### src/rtl/nr4sd_encoder.sv
module nr4sd_encoder #(
  parameter int K       = 8,
  parameter bit REG_OUT = 1'b1
) (
  input  logic           clk,
  input  logic           rst_n,
  input  logic           mode,
  input  logic [2*K-1:0] coef,
  output logic [K-2:0]   dig_lo,
  output logic [K-2:0]   dig_hi,
  output logic           msd_neg,
  output logic           msd_one,
  output logic           msd_two
);
  localparam int W = 2*K;

  logic [W-2:0] cy;
  logic [K-2:0] lo_n, hi_n;
  logic         neg_n, one_n, two_n;
  logic [1:0]   top_s;

  assign cy[0] = 1'b0;

  for (genvar j = 0; j < K-1; j++) begin : g_dig
    logic be, bo, co;
    assign be = coef[2*j];
    assign bo = coef[2*j+1];
    assign co = cy[2*j+1];
    assign lo_n[j]    = be ^ cy[2*j];
    assign hi_n[j]    = bo ^ co;
    assign cy[2*j+1]  = mode ? (be | cy[2*j]) : (be & cy[2*j]);
    assign cy[2*j+2]  = mode ? (bo & co)      : (bo | co);
  end

  assign top_s = {1'b0, coef[W-2]} + {1'b0, cy[W-2]};

  always_comb begin
    if (!coef[W-1]) begin
      neg_n = 1'b0;
      one_n = (top_s == 2'd1);
      two_n = (top_s == 2'd2);
    end else begin
      neg_n = (top_s != 2'd2);
      one_n = (top_s == 2'd1);
      two_n = (top_s == 2'd0);
    end
  end

  if (REG_OUT) begin : g_reg
    always_ff @(posedge clk or negedge rst_n) begin
      if (!rst_n) begin
        dig_lo  <= '0;
        dig_hi  <= '0;
        msd_neg <= 1'b0;
        msd_one <= 1'b0;
        msd_two <= 1'b0;
      end else begin
        dig_lo  <= lo_n;
        dig_hi  <= hi_n;
        msd_neg <= neg_n;
        msd_one <= one_n;
        msd_two <= two_n;
      end
    end
  end else begin : g_comb
    assign dig_lo  = lo_n;
    assign dig_hi  = hi_n;
    assign msd_neg = neg_n;
    assign msd_one = one_n;
    assign msd_two = two_n;
  end
endmodule

### config.mk
export PLATFORM = sky130hd
export DESIGN_NAME = nr4sd_encoder
export DESIGN_NICKNAME = d
export VERILOG_FILES = /design/src/rtl/nr4sd_encoder.sv
export SDC_FILE = /design/constraint.sdc
export NUM_CORES = 1
export LEC_CHECK = 0
export ABC_CLOCK_PERIOD_IN_PS = 800
export BUFFER_PORTS_ARGS = -buffer_cell sky130_fd_sc_hd__buf_2
export CORE_MARGIN = 2
export CORE_UTILIZATION = 35
export CTS_BUF_LIST = sky130_fd_sc_hd__clkbuf_4
export DETAILED_ROUTE_END_ITERATION = 8
export GPL_TIMING_DRIVEN = 0
export PLACE_DENSITY_LB_ADDON = 0.15
export RECOVER_POWER = 50
export SKIP_CTS_REPAIR_TIMING = 1
export SLEW_MARGIN = 40
export SYNTH_ARGS = -nofsm -noshare
export SYNTH_HDL_FRONTEND = slang
export SYNTH_SLANG_ARGS = --single-unit
### constraint.sdc
create_clock -name clk -period 0.8 [get_ports clk]
set_input_delay 0.16 -clock clk [delete_from_list [all_inputs] [get_ports clk]]
set_output_delay 0.16 -clock clk [all_outputs]
set_load 0.02 [all_outputs]
After elaboration in Yosys (flattened, before gate mapping)

Cells that the tools add are included.
Widths: inputs -> output; s select.

Flip-flop bits (word level): 17
Input bits: 19
Output and inout bits: 17
Word-level logic and storage cells: 65

Add/subtract/negate cells: 1
Equal/unequal tests: 3
Muxes and demuxes: 16
Bitwise gates (word level): 39
Reduce and logical (&&, ||, !) cells: 1

Operators by type and width:

| kind               | number |
|---|---|
| $mux 1             | 16 |
| $and 1x1->1        | 13 |
| $or 1x1->1         | 13 |
| $xor 1x1->1        | 13 |
| $add 1x1->2        | 1 |
| $eq 2x1->1 const B | 1 |
| $eq 2x2->1 const B | 1 |
| $logic_not 2->1    | 1 |
| $ne 2x2->1 const B | 1 |

Longest topological paths before layout

Gate-level depths: netlist of the first run.

Depth in word-level cells: 30
Depth in mapped cells: 43

Worst setup path before layout of the first run

Ideal clock, no wire load.

Kind: input -> register
Start: in mode
End: reg msd_two
Library setup time: 0.125 ns
Arrival time: 4.957 ns
Slack: -4.282 ns
Stages: 43
Buffers on the path: 2
Path through: buf_6 buf_6 nand2_1 ha_1 o21ai_1 ha_1 nor2_1 a21oi_1 ha_1 nand2_1 o21ai_1 ha_1 nor2_1 a21oi_2 ha_1 nand2_1 o21ai_1 ha_1 (+7 left out) a21oi_1 ha_1 nand2_1 o21ai_1 ha_1 nor2_1 a21oi_1 ha_1 nand2_1 o21ai_1 ha_1 nor2_1 a21o_1 ha_1 inv_1 mux2_4 ha_1 mux2_2

Cells in the longest elaborated chain, start to end: 30

RTL lines:

| item                                          | line   | RTL |
|---|---|---|
| from (decl)                                   | 7      | `input logic mode,` |
| $mux 1                                        | 31     | `assign cy[2*j+1] = mode ? (be \| cy[2*j]) : (be & cy[2*j]);` |
| $or 1x1->1 or $and 1x1->1 (tied branches)     | 32     | `assign cy[2*j+2] = mode ? (bo & co) : (bo \| co);` |
| $mux 1                                        | 32     |  |
| $and 1x1->1 or $or 1x1->1 (tied branches)     | 31     |  |
| $mux 1                                        | 31     |  |
| $or 1x1->1 or $and 1x1->1 (tied branches)     | 32     |  |
| $mux 1                                        | 32     |  |
| $and 1x1->1 or $or 1x1->1 (tied branches)     | 31     |  |
| (+15 left out)                                | --     |  |
| $and 1x1->1 or $or 1x1->1 (tied branches)     | 31     |  |
| $mux 1                                        | 31     |  |
| $or 1x1->1 or $and 1x1->1 (tied branches)     | 32     |  |
| $mux 1 (*)                                    | 32     |  |
| $add 1x1->2 (*)                               | 35     | `assign top_s = {1'b0, coef[W-2]} + {1'b0, cy[W-2]};` |
| $eq 2x2->1 or $logic_not 2->1 (tied branches) | 41, 45 |  |
| $mux 1 (*)                                    | 38     | `if (!coef[W-1]) begin` |
| named net two_n                               | 19     | `logic neg_n, one_n, two_n;` |
| to (signal assigned)                          | 62     | `msd_two <= two_n;` |
| to (decl)                                     | 13     | `output logic msd_two` |

Mark *: on every way through the listed nets, which the timed path passes. The rest lies on a longest branch.

Worst setup path in the final report of the first run

Same ends and word-level chain as after synthesis.

==> results by stage, run 1 <==
Placement:
- Routability-driven placement finished with a final weighted congestion of 0.689.
- The number of input and output port buffers inserted is 34.
- Summing all placed instances gives a cell area of 1360 µm².
- Detailed placement ended at an HPWL of 1460 µm.
- The number of instances in the placed design is 157.

Pwr:
- Summed over all nets, the switching power comes to 0.817 mW.
- The total internal power is 1.71 mW.
- IR analysis of the VDD net gives a maximum drop of 0.848 mV.
- The share of total power in combinational logic is 39.1%.
- For this design the static power due to leakage is 0.835 nW.
- Sequential cells burn 40.4% of the power.
- The share of total power dissipated in the clock network is 20.5%.
- The switching share of total power is 32.4%.
- The power density relative to cell area is 1440 nW/µm².

Yosys:
- In the synthesized netlist, the cells that appear most often are ha_1, dfrtp_1, nor2_1.
- In the synthesized netlist, mux cells make up 3.56% of the area.
- Counting every net in the synthesized netlist gives 138.
- The proportion of register bits with asynchronous set or reset after synthesis is 100%.
- The summed instance area of the synthesized netlist is 1020 µm².
- In this run, distinct cell masters in the synthesized netlist total 15.
- The fraction of the mapped netlist area in adder cells is 33.2%.
- In this run, synthesis inferred 0 flip-flops with an integrated enable.
- The synthesized-area fraction occupied by and/or/nand/nor cells is 9.21%.
- The xor-xnor portion of the synthesized cell area is 0%.
- The flop and latch count out of synthesis is 17.
- The most common cell in the synthesized netlist is ha_1.
- The number of synthesis warnings is 0.
- After synthesis, the largest family of logic cells by area is adder cells.
- Averaged over all synthesized cells, the footprint is 11.1 µm².
- For this run, the leading register cell type out of synthesis is dfrtp_1.
- The synthesized design devotes to its leading area cell type 41.8% of total area.
- Synthesis produced a netlist whose cell count is 92.
- The sequential area share after synthesis is 41.8%.
- Of all cell types, the one taking the most synthesized area is dfrtp_1.
- Ranked by total cell area, the synthesized netlist is headed by dfrtp_1, ha_1, nor2_1, buf_6, a21oi_1.
- The area fraction in compound gates after synthesis is 7.49%.

Cells and area:
- Counting the fill cells in the layout gives 216.
- The repair_antennas step left the layout with diodes totalling 0.
- In the final design database the tool counted 196 nets.
- The area growth from synthesis to layout is 72.4%.
- The post-route standard cell area excluding fillers is 1760 µm².
- Cells fill 63.7% of the core in the end.
- The post-route netlist has 66.4% of its cells at a drive strength greater than 1.
- The final non-filler cell total is 180.

STA:
- Based on the critical path, the design can be clocked at up to 206 MHz.
- Setup repair after global routing could not meet its margin everywhere.
- The final-report max-slew violation count is 0.
- The time the worst path needs with I/O delays and setup is 4.85 ns.
- After layout, the worst path uses 607% of the clock period.
- In this run the tightest slew margin relative to its limit is 72.5%.
- The number of hold violations in the final report is 0.
- The pin slew with the least headroom to its limit is 0.412 ns.
- The total of endpoints with negative setup slack in the final report is 31.
- The final worst setup slack is -4.05 ns.

Critical path:
- The worst setup path category is input port to flop.
- The number of buffers and inverters on the critical path is 5.
- For this run, the slowest stage of the critical path takes 0.27 ns.
- The arrival time at the worst endpoint is 5.03 ns.
- The worst-path maximum fanout is 7.
- For this design, the slowest cell found on the critical path is mux2_4.
- The worst setup path is launched from an input port.
- The most frequent cell on the critical path is ha_4.
- The required time of the critical path is 0.98 ns.
- Following the worst setup path forward leads to its endpoint at msd_two.
- The total stage count of the critical path is 42.
- The worst setup path startpoint is mode.
- The worst setup path is captured at a flop.
- The category of cells accounting for the largest share of critical-path delay is adder cells.

Drt:
- In the routed layout, each cell is associated on average with a via count of 4.69.
- The count of nets left with antenna violations after detail routing is 0.
- Before antenna repair, the detailed router went through 3 iterations.
- The detailed router's first-iteration violation count is 21.
- In the final routed layout, each cell accounts on average for 12.6 µm.
- The remaining routing DRC violations is 0.
- The aggregate routed wire length is 2260 µm.
- The routed layout has 844 vias.

Clock network:
- The TritonCTS clock tree is built.
- The CTS root buffer is clkbuf_4.
- The maximum count of clock buffers along a single path is 2.
- The number of sinks on the clock net is 17.
- CTS built an H-tree with a depth of 1.
- The number of buffers inserted during clock tree synthesis is 3.
- Clock-pin slew was measured on the worst setup and hold paths at 0.10 ns.

GRT:
- The via count of the first global-routing pass came to 756.
- The initial antenna violation count was 0.
- Entering global routing, the biggest net connects 18 pins.
- The global-route wire length before repair is 3350 µm.
- The sum of overflow across all layers after global routing is 0.
- The all-layer global routing usage is 13.5%.

Min path:
- The path category of the worst min-delay check is input port to flop.

Floorplanning:
- For this configuration, the core starts out at a cell density of 36.9%.
- The floorplan step defined a die boundary enclosing 3360 µm².
- Measured along the x axis, the die boundary spans 57.9 µm.
- The number of core rows is 19.
- During I/O placement, the number of pins put on the boundary was 36.
- In this run the vertical extent of the chip is 57.9 µm.
- The standard cell core area is 2760 µm².

Run status:
- The checks that failed: setup timing.
- The run finished, with violations left.

Flow run:
- Max-cap violations in this run came to 0.
## final cells by class
type                    instances  area (µm²)  area share (%)
repair buffers                 53         422            24.0
plain buffers                   3        51.3            2.92
inverters                       4        15.0           0.855
well taps                      31        38.8            2.21
clock buffers                   4        30.0            1.71
multi-input cells              68         773            44.0
flip-flops and latches         17         425            24.2
## cells by family (layout without fill, tap and decap cells)
| kind of cell | after synthesis | count (layout) |
|---|---|---|
| adders and majority gates | 27 | 27 |
| and+or+nand+nor | 24 | 24 |
| muxes | 3 | 3 |
| DFF | 17 | 17 |
| buffers and inverters | 7 | 64 |
| AOI/OAI and AO/OA | 14 | 14 |
## stage by stage
stage	hold slack (ns)	setup slack, ns	TNS (ns)	power, mW
6_report	0.0460	-4.05	-35.74	2.52
5_1_grt	0.0302	-4.35	-38.66	2.71
4_1_cts	-0.207	-4.36	-39.13	2.22
3_5_place_dp	0.125	-4.65	-40.70	1.69
3_3_place_gp	0.109	-4.53	-39.86	1.67
2_1_floorplan	-0.136	-4.17	-36.25	1.43
## flip-flops by register name (all words and copies together), names as in the netlist
name,count
dig_hi,7
dig_lo,7
msd_neg,1
msd_one,1
msd_two,1
## worst min-delay path by stage
stage,from,end,depth (start not counted)
2_1_floorplan,rst_n,dig_hi[0],0
5_1_grt,coef[0],dig_lo[0],1
6_report,coef[0],dig_lo[0],1
4_1_cts,rst_n,dig_hi[5],1
3_3_place_gp,rst_n,msd_neg,1
3_5_place_dp,rst_n,msd_two,1
## metal layers
metal / up-vias / global-route usage (%) / routed length, µm
met5: - / 0 / 0
met4: 0 / 4.98 / 11
met3: 2 / 3.79 / 118
met2: 20 / 22.4 / 1220
met1: 401 / 16.8 / 918
li1: 421 / - / -
## power groups by stage
stage	logic [mW]	registers [mW]	clock network, mW
floorplan	0.268	1.16	0
global placement	0.666	1.01	0
detailed placement	0.687	1.01	0
CTS	0.688	0.991	0.541
global route	1.08	1.03	0.595
finish	0.987	1.02	0.518
## cells in the final DEF, fill, tap and decap left out
cell           netlist  routed
a21oi_2              1       5
nand2_2              0       4
nand2_4              0       1
ha_2                 0       7
o21ai_4              0       5
nand2_1              6       1
mux2i_2              0       1
buf_12               0       2
o21ai_1              6       1
dlygate4sd3_1        0       1
ha_4                 0       8
nor2_1              16      10
inv_1                4       3
buf_6                3      18
clkbuf_4             0       4
buf_2                0      17
buf_4                0      18
nor2b_1              1       1
nand3_1              1       1
mux2_4               1       2
ha_1                27      12
nor2_2               0       6
a21o_1               1       1
a21oi_1              6       2
inv_2                0       1
dfrtp_1             17      17
No activity file was read; power rests on OpenSTA's default activity.
==> run 2, diff against run 1 <==
--- a/config.mk
+++ b/config.mk
@@ -6,11 +6,11 @@
 export NUM_CORES = 1
 export LEC_CHECK = 0
 export ABC_CLOCK_PERIOD_IN_PS = 800
-export BUFFER_PORTS_ARGS = -buffer_cell sky130_fd_sc_hd__buf_2
 export CORE_MARGIN = 2
 export CORE_UTILIZATION = 35
 export CTS_BUF_LIST = sky130_fd_sc_hd__clkbuf_4
 export DETAILED_ROUTE_END_ITERATION = 8
+export DONT_BUFFER_PORTS = 1
 export GPL_TIMING_DRIVEN = 0
 export PLACE_DENSITY_LB_ADDON = 0.15
 export RECOVER_POWER = 50
==> run 2 against run 1 <==
The flow finishes with violations (hold timing, setup timing); sequential power up 15%; wire length down 7.9%; first-iteration DRC count decreased by 62%; clock-buffer cell count shrank 1; clock power down 6.2%; worst hold slack got worse by 0.068 ns; sequential cell count unchanged; utilization is 9.9 points lower; final area decreased by 16%; largest cell class unchanged.
==> results by stage, run 2 (same netlist as run 1, synthesis figures left out) <==
Floorplanning:
- The starting density of the core is 36.9% (unchanged).
- The standard cell core area is 2760 µm² (unchanged).
- The height of the die is 57.9 µm (unchanged).
- The floorplan die area is 3360 µm² (unchanged).
- The number of core rows came to 19 (unchanged).
- The floorplan die width is 57.9 µm (unchanged).
- The number of I/O pins is 36 (unchanged).

Drt:
- The count of nets left with antenna violations after detail routing is 0 (unchanged).
- The top routing layer in use is met4 (unchanged).
- The sum of met3 wire segment lengths after detailed routing is 112 µm (was 118 µm).
- The post-detailed-route wirelength per cell is 14.4 µm (was 12.6 µm).
- The number of search-and-repair iterations in the first detailed-routing pass was 2 (was 3).
- The vias per cell came to 4.88 (was 4.69).
- The aggregate routed wire length is 2090 µm (was 2260 µm).
- The met1 wire length is 849 µm (was 918 µm).
- The via count of the routed design is 708 (was 844).
- The remaining routing DRC violations is 0 (unchanged).
- The detailed-routed wire length on met2 is 1080 µm (was 1220 µm).
- The detailed router's first-iteration violation count is 8 (was 21).

Flow run:
- The count of max-cap constraint violations came to 0 (unchanged).

Placement:
- The post-placement setup slack is -4.68 ns (was -4.65 ns).
- The number of instances in the placed design came to 123 (was 157).
- The cell area after placement was 1190 µm² (was 1360 µm²).
- The last weighted congestion value of the routability-driven placer is 0.713 (was 0.689).
- The detailed-placement wirelength estimate was 1400 µm (was 1460 µm).
- The number of input and output port buffers inserted came to 0 (was 34).

GRT:
- The sum of overflow across all layers after global routing was 0 (unchanged).
- The global-route wire length before repair was 3140 µm (was 3350 µm).
- The initial antenna violation count is 0 (unchanged).
- The pin count of the biggest net entering global routing was 18 (unchanged).
- The via count of the first global-routing pass is 724 (was 756).
- The all-layer global routing usage is 12.6% (was 13.5%).

Run status:
- Violated checks: hold timing, setup timing (was setup timing).
- Result of the run: finished with violations (unchanged).

Clock network:
- The clock-pin slew of the registers on the worst-case setup and hold paths came to 0.11 ns (was 0.10 ns).
- The CTS root buffer was clkbuf_4 (unchanged).
- The TritonCTS clock tree is built (unchanged).
- The maximum count of clock buffers along a single path came to 2 (unchanged).
- The number of sinks on the clock net is 17 (unchanged).
- The number of levels the H-tree was split into is 1 (unchanged).
- The number of buffers inserted during clock tree synthesis was 3 (unchanged).

STA:
- The setup TNS is -37.43 ns (was -35.74 ns).
- The final worst setup slack is -4.04 ns (was -4.05 ns).
- The final period utilization came to 605% (was 607%).
- The final-report max-slew violation count is 0 (unchanged).
- The maximum operating frequency is 206 MHz (about the same).
- The total of endpoints with negative setup slack in the final report is 48 (was 31).
- The number of hold violations in the final report is 8 (was 0).
- The pin slew with the least headroom to its limit came to 0.828 ns (was 0.412 ns).
- The time the worst path needs with I/O delays and setup is 4.84 ns (was 4.85 ns).
- RSZ-0062 raised after global routing: true (unchanged).
- The worst slew margin relative to its limit is 44.6% (was 72.5%).
- The worst hold slack across all endpoints is -0.0225 ns (was 0.0460 ns).

Cells and area:
- The final non-filler cell total is 145 (was 180).
- The layout overhead on the synthesized area is 45.5% (was 72.4%).
- The post-route standard cell area excluding fillers is 1480 µm² (was 1760 µm²).
- The post-route core utilization is 53.7% (was 63.7%).
- The number of filler cells placed in the layout is 250 (was 216).
- The leading cell type in the layout, fill and taps excluded is buf_4.
- The layout net count is 161 (was 196).
- Registers with the most flip-flops: dig_hi: 7 flops, dig_lo: 7 flops (unchanged).
- Most used cells in the layout excluding fill and tap cells: buf_4, ha_1, dfrtp_2 (was buf_6, buf_4, dfrtp_1, buf_2, ha_1).
- The fraction of layout instances using a drive strength above 1 came to 65.8% (was 66.4%).
- The total inserted antenna cells came to 0 (unchanged).

Critical path:
- The worst-path maximum fanout was 7 (unchanged).
- The most frequent cell on the critical path is ha_2 (was ha_4).
- The required time of the critical path was 1.00 ns (was 0.98 ns).
- The kind of end point of the critical path is a flop (unchanged).
- The startpoint kind of the worst setup timing path is an input port (unchanged).
- The largest stage delay on the critical path was 0.25 ns (was 0.27 ns).
- The cell with the largest stage delay on the worst path was mux2_4 (unchanged).
- The arrival time at the worst endpoint is 5.04 ns (was 5.03 ns).
- The worst setup path category is input port to flop (unchanged).

Pwr:
- The power density relative to cell area is 1470 nW/µm² (was 1440 nW/µm²).
- The leakage power summed over all cells is 0.647 nW (was 0.835 nW).
- The worst ir drop on vdd is 1.15 mV (was 0.848 mV).

Min path:
- The path category of the worst min-delay check is input port to flop (unchanged).
[run 2: cell count changes in the layout (fill, tap and decap cells not counted), sizes merged]
cell	delta
buf	-36
clkinv	+1
dlygate4sd3	+1
clkbuf	-1
[run 2: critical path, delay by kind of cell]
kind / cells / cell delay, ns
AO/OA/AOI/OAI: 12 / 1.37
adder cells (fa/ha/maj): 14 / 2.40
buffers and inverters: 3 / 0.26
multiplexers: 2 / 0.31
AND/OR/NAND/NOR: 12 / 0.53
[run 2: path summary, 6_finish.rpt]
kind / from / end / slack, ns / depth (start not counted)
worst max-delay path: mode / msd_two / -4.04 / 43
max in group asynchronous: rst_n / dig_hi[2] / -0.16 / 1
worst min-delay path: coef[2] / dig_lo[1] / -0.02 / 1
min in group asynchronous: rst_n / msd_two / 0.39 / 1
[run 2: metal layers]
metal,global-route usage [%],vias to the layer above
li1,-,346
met1,14.6,338
met2,21.3,20
met3,3.79,4
met4,5.98,0
met5,0,-
[run 2: stage by stage]
step,power (mW),hold slack [ns]
after floorplan,1.43,-0.136
after global placement,1.50,-0.135
after detailed placement,1.51,-0.135
after CTS,2.00,-0.470
after global routing,2.33,-0.0492
final,2.18,-0.0225
[run 2: report_power, final]
group          switching, mW  total, mW  internal [mW]
Combinational          0.245      0.517          0.272
Clock                  0.299      0.486          0.186
Sequential             0.187       1.17          0.986
Total                  0.732       2.18           1.44
[run 2: cell type report]
class,instances,area (µm²),area share [%]
Clock buffer,3,22.5,1.52
Inverter,4,15.0,1.01
Multi-Input combinational cell,68,768,51.9
Timing Repair Buffer,18,140,9.46
Clock inverter,1,5.00,0.338
Tap cell,31,38.8,2.62
Sequential cell,17,440,29.7
Buffer,3,51.3,3.46
